==> src/rtl/cpu_pkg.sv <==
package cpu_pkg;

    localparam int unsigned XLEN   = 32;
    localparam int unsigned RIDX_W = 5;
    localparam int unsigned NREGS  = 1 << RIDX_W;
    localparam int unsigned IMM_W  = 16;
    localparam int unsigned TGT_W  = 26;

    // primary opcodes
    localparam logic [5:0] OP_SPECIAL = 6'h00;
    localparam logic [5:0] OP_JUMP    = 6'h02;
    localparam logic [5:0] OP_BEQ     = 6'h04;
    localparam logic [5:0] OP_ADDI    = 6'h08;
    localparam logic [5:0] OP_ADDIU   = 6'h09;
    localparam logic [5:0] OP_SLTI    = 6'h0A;
    localparam logic [5:0] OP_SLTIU   = 6'h0B;
    localparam logic [5:0] OP_ANDI    = 6'h0C;
    localparam logic [5:0] OP_ORI     = 6'h0D;
    localparam logic [5:0] OP_XORI    = 6'h0E;
    localparam logic [5:0] OP_LOAD    = 6'h23;
    localparam logic [5:0] OP_STORE   = 6'h2B;

    // function codes under OP_SPECIAL
    localparam logic [5:0] FN_ADD  = 6'h20;
    localparam logic [5:0] FN_ADDU = 6'h21;
    localparam logic [5:0] FN_SUB  = 6'h22;
    localparam logic [5:0] FN_SUBU = 6'h23;
    localparam logic [5:0] FN_AND  = 6'h24;
    localparam logic [5:0] FN_OR   = 6'h25;
    localparam logic [5:0] FN_XOR  = 6'h26;
    localparam logic [5:0] FN_NOR  = 6'h27;
    localparam logic [5:0] FN_SLT  = 6'h2A;
    localparam logic [5:0] FN_SLTU = 6'h2B;

    typedef enum logic [2:0] {
        ALU_ADD, ALU_SUB, ALU_AND, ALU_OR, ALU_XOR, ALU_NOR, ALU_SLT, ALU_SLTU
    } alu_op_e;

    typedef enum logic [1:0] {
        PC_SEQ, PC_BEQ, PC_JMP
    } pc_sel_e;

    // register-format overlay of an instruction word
    typedef struct packed {
        logic [5:0]        op;
        logic [RIDX_W-1:0] rs;
        logic [RIDX_W-1:0] rt;
        logic [RIDX_W-1:0] rd;
        logic [4:0]        shamt;
        logic [5:0]        funct;
    } instr_t;

    typedef struct packed {
        logic    reg_we;
        logic    dst_is_rd;
        logic    src_imm;
        logic    imm_zero;
        logic    load;
        logic    store;
        alu_op_e alu_op;
        pc_sel_e pc_sel;
    } ctrl_t;

    function automatic logic [XLEN-1:0] widen_imm(input logic [IMM_W-1:0] imm,
                                                  input logic zero_ext);
        logic fill;
        fill = zero_ext ? 1'b0 : imm[IMM_W-1];
        return {{(XLEN-IMM_W){fill}}, imm};
    endfunction

endpackage

==> src/rtl/cpu_decode.sv <==
module cpu_decode
    import cpu_pkg::*;
(
    input  logic [5:0] op,
    input  logic [5:0] funct,
    output ctrl_t      ctrl
);

    always_comb begin
        ctrl = '0;
        ctrl.alu_op = ALU_ADD;
        ctrl.pc_sel = PC_SEQ;
        case (op)
            OP_SPECIAL: begin
                ctrl.reg_we    = 1'b1;
                ctrl.dst_is_rd = 1'b1;
                case (funct)
                    FN_ADD, FN_ADDU: ctrl.alu_op = ALU_ADD;
                    FN_SUB, FN_SUBU: ctrl.alu_op = ALU_SUB;
                    FN_AND:          ctrl.alu_op = ALU_AND;
                    FN_OR:           ctrl.alu_op = ALU_OR;
                    FN_XOR:          ctrl.alu_op = ALU_XOR;
                    FN_NOR:          ctrl.alu_op = ALU_NOR;
                    FN_SLT:          ctrl.alu_op = ALU_SLT;
                    FN_SLTU:         ctrl.alu_op = ALU_SLTU;
                    default:         ctrl.reg_we = 1'b0;
                endcase
            end
            OP_ADDI, OP_ADDIU: begin
                ctrl.reg_we  = 1'b1;
                ctrl.src_imm = 1'b1;
            end
            OP_SLTI: begin
                ctrl.reg_we  = 1'b1;
                ctrl.src_imm = 1'b1;
                ctrl.alu_op  = ALU_SLT;
            end
            OP_SLTIU: begin
                ctrl.reg_we  = 1'b1;
                ctrl.src_imm = 1'b1;
                ctrl.alu_op  = ALU_SLTU;
            end
            OP_ANDI, OP_ORI, OP_XORI: begin
                ctrl.reg_we   = 1'b1;
                ctrl.src_imm  = 1'b1;
                ctrl.imm_zero = 1'b1;
                ctrl.alu_op   = (op == OP_ANDI) ? ALU_AND :
                                (op == OP_ORI)  ? ALU_OR  : ALU_XOR;
            end
            OP_LOAD: begin
                ctrl.reg_we  = 1'b1;
                ctrl.src_imm = 1'b1;
                ctrl.load    = 1'b1;
            end
            OP_STORE: begin
                ctrl.src_imm = 1'b1;
                ctrl.store   = 1'b1;
            end
            OP_BEQ: begin
                ctrl.alu_op = ALU_SUB;
                ctrl.pc_sel = PC_BEQ;
            end
            OP_JUMP: ctrl.pc_sel = PC_JMP;
            default: ;
        endcase
    end

endmodule

==> src/rtl/cpu_regfile.sv <==
module cpu_regfile
    import cpu_pkg::*;
#(
    parameter int unsigned WIDTH = XLEN,
    parameter int unsigned DEPTH = NREGS,
    localparam int unsigned AW   = $clog2(DEPTH)
) (
    input  logic             clk,
    input  logic             rst,
    input  logic [AW-1:0]    ra,
    input  logic [AW-1:0]    rb,
    input  logic             we,
    input  logic [AW-1:0]    wa,
    input  logic [WIDTH-1:0] wd,
    output logic [WIDTH-1:0] qa,
    output logic [WIDTH-1:0] qb
);

    logic [WIDTH-1:0] regs [DEPTH];

    always_ff @(posedge clk) begin
        if (rst) begin
            for (int i = 0; i < DEPTH; i++) regs[i] <= '0;
        end else if (we && (wa != '0)) begin
            regs[wa] <= wd;
        end
    end

    assign qa = (ra == '0) ? '0 : regs[ra];
    assign qb = (rb == '0) ? '0 : regs[rb];

endmodule

==> src/rtl/cpu_alu.sv <==
module cpu_alu
    import cpu_pkg::*;
#(
    parameter int unsigned WIDTH = XLEN
) (
    input  alu_op_e          op,
    input  logic [WIDTH-1:0] a,
    input  logic [WIDTH-1:0] b,
    output logic [WIDTH-1:0] y,
    output logic             zero
);

    always_comb begin
        case (op)
            ALU_ADD:  y = a + b;
            ALU_SUB:  y = a - b;
            ALU_AND:  y = a & b;
            ALU_OR:   y = a | b;
            ALU_XOR:  y = a ^ b;
            ALU_NOR:  y = ~(a | b);
            ALU_SLT:  y = {{(WIDTH-1){1'b0}}, $signed(a) < $signed(b)};
            ALU_SLTU: y = {{(WIDTH-1){1'b0}}, a < b};
            default:  y = '0;
        endcase
    end

    assign zero = (y == '0);

endmodule

==> src/rtl/cpu_core.sv <==
module cpu_core
    import cpu_pkg::*;
#(
    parameter logic [XLEN-1:0] RESET_PC = '0
) (
    input  logic            clk,
    input  logic            rst,
    output logic [XLEN-1:0] imem_addr,
    input  logic [XLEN-1:0] imem_data,
    output logic [XLEN-1:0] dmem_addr,
    output logic [XLEN-1:0] dmem_wdata,
    output logic            dmem_we,
    input  logic [XLEN-1:0] dmem_rdata
);

    localparam logic [XLEN-1:0] STEP = XLEN'(4);

    instr_t            ins;
    ctrl_t             ctrl;
    logic [XLEN-1:0]   pc_q, pc_next, pc_plus4, br_tgt, jmp_tgt;
    logic [XLEN-1:0]   rs_val, rt_val, imm_ext, alu_b, alu_y, wb_data;
    logic [RIDX_W-1:0] wb_idx;
    logic              alu_zero;

    assign ins = instr_t'(imem_data);

    cpu_decode u_dec (
        .op    (ins.op),
        .funct (ins.funct),
        .ctrl  (ctrl)
    );

    cpu_regfile #(.WIDTH(XLEN), .DEPTH(NREGS)) u_rf (
        .clk (clk),
        .rst (rst),
        .ra  (ins.rs),
        .rb  (ins.rt),
        .we  (ctrl.reg_we),
        .wa  (wb_idx),
        .wd  (wb_data),
        .qa  (rs_val),
        .qb  (rt_val)
    );

    assign imm_ext = widen_imm(imem_data[IMM_W-1:0], ctrl.imm_zero);
    assign alu_b   = ctrl.src_imm ? imm_ext : rt_val;

    cpu_alu #(.WIDTH(XLEN)) u_alu (
        .op   (ctrl.alu_op),
        .a    (rs_val),
        .b    (alu_b),
        .y    (alu_y),
        .zero (alu_zero)
    );

    assign wb_idx  = ctrl.dst_is_rd ? ins.rd : ins.rt;
    assign wb_data = ctrl.load ? dmem_rdata : alu_y;

    assign dmem_addr  = alu_y;
    assign dmem_wdata = rt_val;
    assign dmem_we    = ctrl.store;

    // next-address logic
    assign pc_plus4 = pc_q + STEP;
    assign br_tgt   = pc_plus4 + {imm_ext[XLEN-3:0], 2'b00};
    assign jmp_tgt  = {pc_plus4[XLEN-1:TGT_W+2], imem_data[TGT_W-1:0], 2'b00};

    always_comb begin
        case (ctrl.pc_sel)
            PC_BEQ:  pc_next = alu_zero ? br_tgt : pc_plus4;
            PC_JMP:  pc_next = jmp_tgt;
            default: pc_next = pc_plus4;
        endcase
    end

    always_ff @(posedge clk) begin
        if (rst) pc_q <= RESET_PC;
        else     pc_q <= pc_next;
    end

    assign imem_addr = pc_q;

endmodule

==> config.mk <==
export PLATFORM = sky130hd
export DESIGN_NAME = cpu_core
export DESIGN_NICKNAME = d
export VERILOG_FILES = /design/src/rtl/cpu_pkg.sv /design/src/rtl/cpu_decode.sv /design/src/rtl/cpu_regfile.sv /design/src/rtl/cpu_alu.sv /design/src/rtl/cpu_core.sv
export SDC_FILE = /design/constraint.sdc
export NUM_CORES = 2
export LEC_CHECK = 0
export ABC_CLOCK_PERIOD_IN_PS = 10300
export BUFFER_PORTS_ARGS = -buffer_cell sky130_fd_sc_hd__buf_2
export CORE_MARGIN = 2
export CORE_UTILIZATION = 30
export DETAILED_ROUTE_END_ITERATION = 8
export PLACE_DENSITY = 0.51
export SLEW_MARGIN = 20
export SYNTH_ARGS = -nofsm -noshare
export SYNTH_HDL_FRONTEND = slang
export SYNTH_SLANG_ARGS = --single-unit
export TNS_END_PERCENT = 1
==> constraint.sdc <==
create_clock -name clk -period 10.3 [get_ports clk]
set_input_delay 2.06 -clock clk [delete_from_list [all_inputs] [get_ports clk]]
set_output_delay 2.06 -clock clk [all_outputs]
set_load 0.05 [all_outputs]
==> impl_metrics.env <==
export IMPL_status="complete, no violations"
export IMPL_p_per_area_nw_per_um2=179.4
export IMPL_start_util_pct=30.10
export IMPL_overflow=0
export IMPL_hpwl_um=160900
export IMPL_cp_slowest_stage_delay_ps=810
export IMPL_syn_instance_count=4899
export IMPL_grt_use_total_pct=22.97
export IMPL_grt_pass1_wl_um=345300
export IMPL_hp_class="reg -> reg"
export IMPL_hold_viol_final=0
export IMPL_drt_iter0_drc=6071
export IMPL_combinationalPowerShare_pct=29.7
export IMPL_cts_tree="yes"
export IMPL_arrival_ps=8120
export IMPL_p_leak_nw=26.33
export IMPL_critPathLaunchType="input pin"
export IMPL_seq_power_share_pct=38.3
export IMPL_reg2regPathDepth=21
export IMPL_reg2reg_from="u_rf.regs[15][0]"
export IMPL_relSlewSlack_pct=15.03
export IMPL_synthToLayoutAreaGrowth_pct=15.42
export IMPL_final_layout_size_suffix_gt1_share_pct=26.86
export IMPL_synthArstFlopShare_pct=0
export IMPL_die_h_um=459.1
export IMPL_finalCritPeriodShare_pct=98.88
export IMPL_ir_drop_v=0.0002025
export IMPL_gp_congestion=0.9596
export IMPL_crit_path_end_kind="output port"
export IMPL_layout_common_cells="nor2_1 (1145), edfxtp_1 (1024), mux4_2 (552)"
export IMPL_cts_root_buf="clkbuf_16"
export IMPL_hold_end="imem_addr[30]"
export IMPL_max_freq_mhz=98.19
export IMPL_wl_per_cell_um=31.44
export IMPL_syn_area_per_cell_sq_um=12.68
export IMPL_cpMaxStageDelayCell="a211oi_1"
export IMPL_report_power_total_mw=12.87
export IMPL_r2r_end="imem_addr[28]"
export IMPL_dieArea_sq_um=210800
export IMPL_top_usage_layer="met2"
export IMPL_h_tree_depth=3
export IMPL_ant_nets=0
export IMPL_vias_per_cell=5.814
export IMPL_antenna_cells=0
export IMPL_critical_path_top_delay_family="compound AO/OA/AOI/OAI gates"
export IMPL_met3_usage_pct=4.474
export IMPL_dp_cells=7656
export IMPL_antenna_found_initial=4
export IMPL_path_clk_slew_ps=60
export IMPL_maxCapViolCount=0
export IMPL_row_count=167
export IMPL_crit_buf_inv=5
export IMPL_worst_setup_path_type="in -> out"
export IMPL_internal_power_mw=8.293
export IMPL_clock_latency_ps=770
export IMPL_core_sq_um=206400
export IMPL_grt_use_met2_pct=37.26
export IMPL_layout_commonest_cell="nor2_1"
export IMPL_placed_cell_area_sq_um=68000
export IMPL_via_count=45740
export IMPL_use_met1_pct=29.79
export IMPL_r2r_setup_slack_ps=2840
export IMPL_dr_pass1_iters=5
export IMPL_worst_path_max_fanout=42
export IMPL_clock_sinks=1054
export IMPL_grt_max_degree=51
export IMPL_postCtsHoldBufs=0
export IMPL_slew_violations=0
export IMPL_power_switching_mw=4.573
export IMPL_swShare_pct=35.54
export IMPL_ys_types=94
export IMPL_ys_flop_type="edfxtp_1"
export IMPL_hold_depth=3
export IMPL_worst_pin_slew_ps=1265
export IMPL_rsz0062_at_grt="no"
export IMPL_ys_seq_area_share_pct=50.46
export IMPL_first_global_vias=45220
export IMPL_numCtsBuffers=115
export IMPL_min_delay_start="imem_addr[30]"
export IMPL_ys_warn_count=0
export IMPL_synth_edff_count=1024
export IMPL_worstPathCellList="buf_8 -> buf_12 -> mux4_2 -> mux4_2 -> mux2i_1 -> nor2_1 -> mux2i_2 -> ha_1 -> nor2_1 -> o311ai_0 -> o21ai_1 -> buf_4 -> a211oi_1 -> o2111ai_1 -> a21o_1 -> o2bb2ai_1 -> o311ai_1 -> buf_4 -> buf_2"
export IMPL_setup_viol=0
export IMPL_finClkSkew_ps=42.94
export IMPL_drc=0
export IMPL_power_share_clock_pct=32.0
export IMPL_portBuffers=160
export IMPL_fin_cells=7867
export IMPL_die_w_um=459.1
export IMPL_wl_um=247400
export IMPL_fin_nets=5272
export IMPL_synth_seq_cells=1054
export IMPL_clk_path_buf_depth=3
export IMPL_finalCriticalPeriod_ps=10180
export IMPL_crit_required_ps=8240
export IMPL_synth_area_sq_um=62130
export IMPL_ios=163
export IMPL_final_area_sq_um=71710
per-layer routing:
metal  vias to the layer above  wire, um
met5                         -         9
met4                         2     12230
met3                       488     23430
met2                      2569    115300
met1                     23750     96410
li1                      18930         -
tightest hold or removal path: stages (launching register included):
cell and delay (ps):
dfxtp_1 380, xnor2_1 110, nand2_1 70, o22ai_1 60
worst max path at each step:
stage                        from            end  slack (ps)  depth (start not counted)
finish              imem_data[16]  dmem_addr[25]         120                         19
global route        imem_data[21]  dmem_addr[31]          30                         21
CTS                 imem_data[16]  dmem_addr[31]         140                         21
detailed placement  imem_data[16]  dmem_addr[31]         -10                         21
global placement    imem_data[16]  dmem_addr[31]         -20                         21
floorplan           imem_data[21]  dmem_addr[28]        -380                         21
synthesized netlist by cell type (11+ instances only):
library cell	n	area, sq um
nor2_1	1146	4302
edfxtp_1	1024	30750
mux4_2	552	12430
clkbuf_1	364	1366
nand2_1	191	716.9
mux2i_1	186	1862
a21oi_1	156	780.8
inv_1	147	551.8
ha_1	134	1677
o21ai_0	89	445.4
nor3_1	65	325.3
buf_1	59	221.5
mux2_2	51	574.3
nand3_1	47	235.2
xnor2_1	46	402.9
o22ai_1	35	219.0
a211o_1	33	289.0
dfxtp_1	30	600.6
a211oi_1	27	202.7
a221oi_1	27	236.5
nor2b_1	26	162.7
o221ai_1	26	227.7
xor2_1	26	227.7
a21o_1	24	180.2
nand2b_1	22	137.6
or3_1	21	131.4
and3_1	20	125.1
o221ai_2	18	270.3
a31oi_1	14	87.58
buf_2	14	70.07
nand4_1	14	87.58
o21a_1	14	105.1
a22oi_1	13	97.59
o211ai_1	13	97.59
and2_1	12	75.07
nor4_1	12	75.07
o21bai_1	12	90.09
a22o_1	11	96.34
o31ai_1	11	82.58
area by class of cell:
class | instances | area, sq um
clock inverters | 62 | 614.3
multi-input cells | 3283 | 29250
repair buffers | 466 | 3508
inverters | 149 | 559.3
well taps | 2704 | 3383
fillers | 20090 | 134700
clock buffers | 149 | 3048
flip-flops and latches | 1054 | 31350
flip-flops by register name (all words and copies together), names as in the netlist:
register and flops:
u_rf.regs 1024, imem_addr 30
what timing repair did:
action | in CTS | in global routing
gates resized for setup | 1 | 7
setup endpoints to repair | 1 | 2
buffers inserted | 0 | 0
power by group through the flow:
stage	clock network, mW	registers, mW	logic [mW]
after CTS	4.18	4.92	3.76
final	4.12	4.93	3.82
after floorplan	0	4.99	2.16
after global placement	0	5.00	3.73
after global routing	4.33	4.94	3.97
after detailed placement	0	5.01	3.76
per-stage QoR:
step	setup TNS, ps	worst slack (ps)	util, %	hold slack, ps
after detailed placement	-14.57	-14.57	32.94	660.4
final	0	115.4	34.74	663.2
after global routing	0	33.87	34.74	714.6
after global placement	-17.13	-17.13	32.93	657.6
after floorplan	-1181	-376.6	-	843.8
after CTS	0	138.4	34.71	671.0
kinds of logic (layout without fill, tap and decap cells):
family | count (synthesis) | after routing | synth area share [%]
AND/OR/NAND/NOR | 1635 | 1635 | 11.08
multiplexers | 789 | 789 | 23.93
buffers and inverters | 595 | 826 | 3.707
flip-flops | 1054 | 1054 | 50.46
XOR/XNOR | 72 | 72 | 1.015
adder cells (fa/ha/maj) | 137 | 137 | 2.795
other | 1 | 34 | 0.006036
AO/OA/AOI/OAI | 616 | 616 | 7.006
(Power assumes the default switching activity.)
